<file path="src/rtl/mbist_runner.sv">
module mbist_runner #(
  parameter int DW = 16,
  parameter int FD = 8,
  parameter int CW = 16,
  parameter logic [15:0] SEED = 16'hACE1,
  localparam int MW = (DW + 7) / 8
) (
  input  logic          clk,
  input  logic          rst_n,
  input  logic          cmd_valid,
  input  logic [2:0]    cmd,
  input  logic [1:0]    pat_sel,
  input  logic          inf_run,
  input  logic          stop_nf,
  input  logic [7:0]    nf_thr,
  input  logic          dram_mode,
  input  logic          ac_en,
  input  logic          dx_en,
  input  logic          dm_en,
  input  logic [DW-1:0] user_word,
  input  logic [CW-1:0] word_total,
  output logic          issue_valid,
  output logic [DW-1:0] issue_data,
  output logic [MW-1:0] issue_mask,
  input  logic          ret_valid,
  input  logic [DW-1:0] ret_data,
  input  logic [MW-1:0] ret_mask,
  output logic          busy,
  output logic          done,
  output logic          fail,
  output logic [7:0]    fail_cnt,
  output logic [CW-1:0] word_cnt
);
  localparam int IW  = (DW > 1) ? $clog2(DW) : 1;
  localparam int AW  = (FD > 1) ? $clog2(FD) : 1;
  localparam int NW  = $clog2(FD + 1);
  localparam int PW  = DW + MW;

  logic [1:0]    pat_q;
  logic          inf_q, sonf_q, dm_q;
  logic [7:0]    thr_q;
  logic [CW-1:0] tot_q;
  logic [DW-1:0] user_q;
  logic [IW-1:0] idx_q;
  logic [15:0]   lfsr_q;
  logic [PW-1:0] mem [FD];
  logic [AW-1:0] wp_q, rp_q;
  logic [NW-1:0] cnt_q;

  logic cmd_start, cmd_halt, cmd_clr;
  assign cmd_start = cmd_valid && cmd == 3'd1 && !busy && !(ac_en && dx_en);
  assign cmd_halt  = cmd_valid && cmd == 3'd2 && busy;
  assign cmd_clr   = cmd_valid && cmd == 3'd3;

  logic [DW-1:0] walk, lfsr_rep, pat_w;
  assign walk = {{(DW-1){1'b0}}, 1'b1} << idx_q;

  always_comb begin
    for (int i = 0; i < DW; i++) lfsr_rep[i] = lfsr_q[i % 16];
  end

  always_comb begin
    case (pat_q)
      2'd0:    pat_w = ~walk;
      2'd1:    pat_w = walk;
      2'd2:    pat_w = lfsr_rep;
      default: pat_w = user_q;
    endcase
  end

  logic more, pop, mism, fail_end, drained, end_run;
  logic [PW-1:0] head;
  assign more        = inf_q || (word_cnt < tot_q);
  assign issue_valid = busy && more && (cnt_q != NW'(FD));
  assign issue_data  = pat_w;
  assign issue_mask  = dm_q ? pat_w[MW-1:0] : '0;

  assign head     = mem[rp_q];
  assign pop      = busy && ret_valid && (cnt_q != '0);
  assign mism     = pop && ((ret_data != head[DW-1:0]) ||
                            (dm_q && ret_mask != head[PW-1:DW]));
  assign fail_end = mism && (sonf_q ? (fail_cnt == thr_q) : inf_q);
  assign drained  = !more && (cnt_q == '0);
  assign end_run  = busy && (cmd_halt || fail_end || drained);

  always_ff @(posedge clk) begin
    if (issue_valid) mem[wp_q] <= {issue_mask, issue_data};
  end

  always_ff @(posedge clk) begin
    if (!rst_n) begin
      busy <= 1'b0; done <= 1'b0; fail <= 1'b0;
      fail_cnt <= '0; word_cnt <= '0;
      pat_q <= '0; inf_q <= 1'b0; sonf_q <= 1'b0; dm_q <= 1'b0;
      thr_q <= '0; tot_q <= '0; user_q <= '0;
      idx_q <= '0; lfsr_q <= SEED;
      wp_q <= '0; rp_q <= '0; cnt_q <= '0;
    end else if (cmd_clr) begin
      busy <= 1'b0; done <= 1'b0; fail <= 1'b0;
      fail_cnt <= '0; word_cnt <= '0;
      wp_q <= '0; rp_q <= '0; cnt_q <= '0;
    end else if (cmd_start) begin
      busy <= 1'b1; done <= 1'b0;
      fail_cnt <= '0; word_cnt <= '0;
      pat_q <= pat_sel; inf_q <= inf_run; sonf_q <= stop_nf;
      dm_q <= dm_en && !dram_mode;
      thr_q <= nf_thr; tot_q <= word_total; user_q <= user_word;
      idx_q <= '0; lfsr_q <= SEED;
      wp_q <= '0; rp_q <= '0; cnt_q <= '0;
    end else begin
      if (issue_valid) begin
        word_cnt <= word_cnt + 1'b1;
        idx_q    <= (idx_q == IW'(DW - 1)) ? '0 : idx_q + 1'b1;
        lfsr_q   <= {lfsr_q[14:0], lfsr_q[15] ^ lfsr_q[13] ^ lfsr_q[12] ^ lfsr_q[10]};
      end
      if (mism) begin
        fail     <= 1'b1;
        fail_cnt <= (fail_cnt == 8'hFF) ? 8'hFF : fail_cnt + 1'b1;
      end
      if (end_run) begin
        busy <= 1'b0; done <= 1'b1;
        wp_q <= '0; rp_q <= '0; cnt_q <= '0;
      end else begin
        if (issue_valid) wp_q <= (wp_q == AW'(FD - 1)) ? '0 : wp_q + 1'b1;
        if (pop)         rp_q <= (rp_q == AW'(FD - 1)) ? '0 : rp_q + 1'b1;
        case ({issue_valid, pop})
          2'b10:   cnt_q <= cnt_q + 1'b1;
          2'b01:   cnt_q <= cnt_q - 1'b1;
          default: cnt_q <= cnt_q;
        endcase
      end
    end
  end


  bounded_cnt_chk: assert property (@(posedge clk) disable iff (!rst_n)
    (busy && !inf_q) |-> word_cnt <= tot_q);


  fifo_depth_chk: assert property (@(posedge clk) disable iff (!rst_n)
    cnt_q <= NW'(FD));


  busy_done_excl_chk: assert property (@(posedge clk) disable iff (!rst_n)
    !(busy && done));


  done_hold_chk: assert property (@(posedge clk) disable iff (!rst_n)
    (done && !cmd_start && !cmd_clr) |=> done);


  fail_sticky_chk: assert property (@(posedge clk) disable iff (!rst_n)
    (fail && !cmd_clr) |=> fail);


  fail_sat_chk: assert property (@(posedge clk) disable iff (!rst_n)
    ($past(fail_cnt) == 8'hFF && !$past(cmd_clr) && !$past(cmd_start)) |-> fail_cnt == 8'hFF);


  nth_bound_chk: assert property (@(posedge clk) disable iff (!rst_n)
    (busy && sonf_q) |-> fail_cnt <= thr_q);
endmodule

</file>
<file path="config.mk">
export PLATFORM = sky130hd
export DESIGN_NAME = mbist_runner
export DESIGN_NICKNAME = d
export VERILOG_FILES = /design/src/rtl/mbist_runner.sv
export SDC_FILE = /design/constraint.sdc
export NUM_CORES = 1
export LEC_CHECK = 0
export ABC_CLOCK_PERIOD_IN_PS = 13750
export CELL_PAD_IN_SITES_DETAIL_PLACEMENT = 0
export CELL_PAD_IN_SITES_GLOBAL_PLACEMENT = 1
export CORE_ASPECT_RATIO = 0.75
export CORE_UTILIZATION = 55
export DETAILED_ROUTE_END_ITERATION = 6
export DONT_BUFFER_PORTS = 1
export PLACE_DENSITY_LB_ADDON = 0.3
export RECOVER_POWER = 100
export SYNTH_ARGS = -nofsm -noshare
export SYNTH_HDL_FRONTEND = slang
export SYNTH_SLANG_ARGS = --single-unit
</file>
<file path="constraint.sdc">
create_clock -name clk -period 13.75 [get_ports clk]
set_input_delay 1.375 -clock clk [delete_from_list [all_inputs] [get_ports clk]]
set_output_delay 1.375 -clock clk [all_outputs]
set_load 0.02 [all_outputs]
</file>
==> results.cfg <==
[sta]
post-route-min-period_ns = 5.678
slew-limit-headroom_pct = -59.46
rsz0062_at_grt = false
drv_slew = 153
max_freq_mhz = 176.1
worst_pin_slew_ns = 2.392
setup_viol = 0
finalHoldViolCount = 0
final.setup.tns_ns = 0
period_share_pct = 41.29
skew_ns = 0.01216

[place]
gp_congestion = 0.7827
place_inst = 1190
dp_hpwl_um = 16430
numPortBuffers = 0

[clocking]
cts_tree = built
clock_path_buffers = 3
clkLatencyLatePin_ns = 0.51
hold_buffers = 0
cts_made_buffers = 24
clock_sinks = 249
post_cts.repair.setup_buffers = 0
path_clk_slew_ns = 0.06
cts_resized = 0
htree_num_levels = 1
cts-root-buf = clkbuf_16

[layout]
fin_cells = 1234
drive_gt1_share_pct = 6.320
nFillCells = 1602
antenna_cells = 0
fin_nets = 1067
synthToLayoutAreaGrowth_pct = 9.557

[synth]
synth.distinct_cells = 57
netlist_area_mm2 = 0.01100
syn_inst = 958
synthArstFlopShare_pct = 0
synth_edf_count = 144
postSynthAreaPerCell_um2 = 11.48
syn_nets = 1062
ys.warnings.count = 0
synthFlopType = edfxtp_1
seq_area_frac_synth_pct = 58.43
ys_ff_latch = 249

[grt]
grt_max_degree = 50
grt_pass1_vias = 6749
grt.overflow.total = 0
grt_util_all_layers_pct = 24.87
antenna_found_initial = 0
grt_pass1_wl_um = 39060

[pwr]
p_leak_nw = 4.144
power_density_mw_per_mm2 = 127.1
peakVddDrop_v = 0.00008869
power.total_w = 0.001532

[worst_setup_path]
path_class = in2reg
end_kind = register
crit_fanout = 49
worstPathArrival_ns = 6.00
start_kind = primary input
cp.required_ns = 14.08

[die]
rows = 44
start_util_pct = 56.43
dieArea_mm2 = 0.02057
coreArea_mm2 = 0.01949
die_x_um = 165.3
ios = 119
die_h_um = 124.5

[routing]
drt_iter0_markers = 755
drtAntennaViolNets = 0
viasPerCell = 5.785
vias = 7139
wl_per_cell_um = 20.02
drt_wl_total_um = 24700
drtPass1Iterations = 7
route.detailed.drc = 6

[run_status]
failed_checks = design-rule violations, max-capacitance violations, max-slew violations
status = finished, violations left

[hold_path]
hp-class = reg2reg

[job]
cap_viol_max_count = 5
==> critical path, stage by stage <==
cell and delay (ns):
nor2b_1 0.16, nand3_2 0.08, clkbuf_1 1.70, nand3_1 1.36
nor2_1 1.15, a22oi_1 0.17
==> cells by family (layout without fill, tap and decap cells) <==
group                      after synthesis  count (layout)  synth area share, %
and+or+nand+nor                        293             293                12.14
DFF                                    249             249                58.43
AOI/OAI and AO/OA                      177             177                10.65
buffers and inverters                   85             108                3.129
muxes                                   74              74                8.157
xor gates and xnor gates                49              49                3.902
adders and majority gates               31              31                3.595
==> cells in the final DEF (no fill, tap or decap), types with 30 or more instances in the layout <==
cell and n:
ha_1 30, xnor2_1 30, nand2_1 154, a21oi_1 73, mux2i_1 57, dfxtp_1 103
a22oi_1 31, edfxtp_1 144, inv_1 38, nor2_1 45
==> flip-flops by register name, indices dropped and copies added (netlist names), 2 cells and up, named ones only <==
signal,count
wp_q,3
fail_cnt,8
user_q,16
cnt_q,4
word_cnt,16
idx_q,4
mem,144
thr_q,8
tot_q,16
pat_q,2
lfsr_q,16
rp_q,3
==> cell type report <==
cell class                 count  area (um^2)  share of cell area [%]
sequential                   249         6429                   53.35
inverter                      40        150.1                   1.246
tap                          253        316.6                   2.627
clock inverter                11        180.2                   1.495
multi-input combinational    624         4193                   34.80
clock buffer                  33        675.6                   5.607
timing repair buffer          24        105.1                  0.8723
==> synthesized netlist by cell type, drive strengths merged (3+ instances only) <==
cell / number / area share (%)
xor2: 19 / 1.5
clkbuf: 34 / 1.2
nor2b: 13 / 0.74
a31oi: 5 / 0.28
nor4b: 4 / 0.32
a22o: 16 / 1.3
a2bb2oi: 4 / 0.32
nor3: 16 / 0.73
and3: 8 / 0.46
xnor2: 30 / 2.4
nand2: 154 / 5.3
a221oi: 3 / 0.24
nor2: 45 / 1.5
nand2b: 3 / 0.17
inv: 38 / 1.3
nor4: 11 / 0.68
dfxtp: 105 / 19
mux2: 5 / 0.51
nor3b: 5 / 0.34
nand4: 7 / 0.46
or2: 4 / 0.23
edfxtp: 144 / 39
nand3: 12 / 0.59
mux4: 12 / 2.5
o21ai: 15 / 0.68
ha: 30 / 3.4
buf: 11 / 0.60
a22oi: 31 / 2.1
mux2i: 57 / 5.2
a211oi: 7 / 0.52
a21o: 8 / 0.55
a21oi: 76 / 3.6
and2: 8 / 0.46
==> worst paths after layout <==
path | start | end | slack (ns) | depth (start not counted)
min reg2reg | user_q[2] | user_q[2] | 0.46 | 2
max | cmd_valid | lfsr_q[6] | 8.07 | 6
min | user_q[2] | user_q[2] | 0.46 | 2
max reg2reg | busy | lfsr_q[6] | 8.33 | 6
==> report_power, final <==
part / internal [W] / leakage [nW] / switching [W]
Clock: 0.000437 / 0.415 / 0.000268
Combinational: 0.0000101 / 1.50 / 0.0000274
Sequential: 0.000787 / 2.23 / 0.00000236
==> through the flow <==
| stage | utilization, % | hold WS [ns] | area (um^2) | setup slack [ns] |
|---|---|---|---|---|
| 3_5_place_dp | 58.22 | 0.4474 | 11350 | 9.364 |
| 3_3_place_gp | 58.22 | 0.4442 | 11350 | 9.400 |
| 2_1_floorplan | - | 0.4329 | 11000 | 9.031 |
| 6_report | 61.83 | 0.4551 | 12050 | 8.072 |
| 5_1_grt | 61.83 | 0.4759 | 12050 | 7.708 |
| 4_1_cts | 62.62 | 0.4574 | 12200 | 9.112 |
==> per-layer routing <==
layer | track usage, % | part of all wire (%) | up-vias
met5 | 0 | 0 | -
met4 | 4.425 | 1.3 | 0
met3 | 4.396 | 7.6 | 31
met2 | 35.61 | 43 | 214
met1 | 39.51 | 48 | 3432
li1 | - | - | 3462
(Power assumes the default switching activity.)
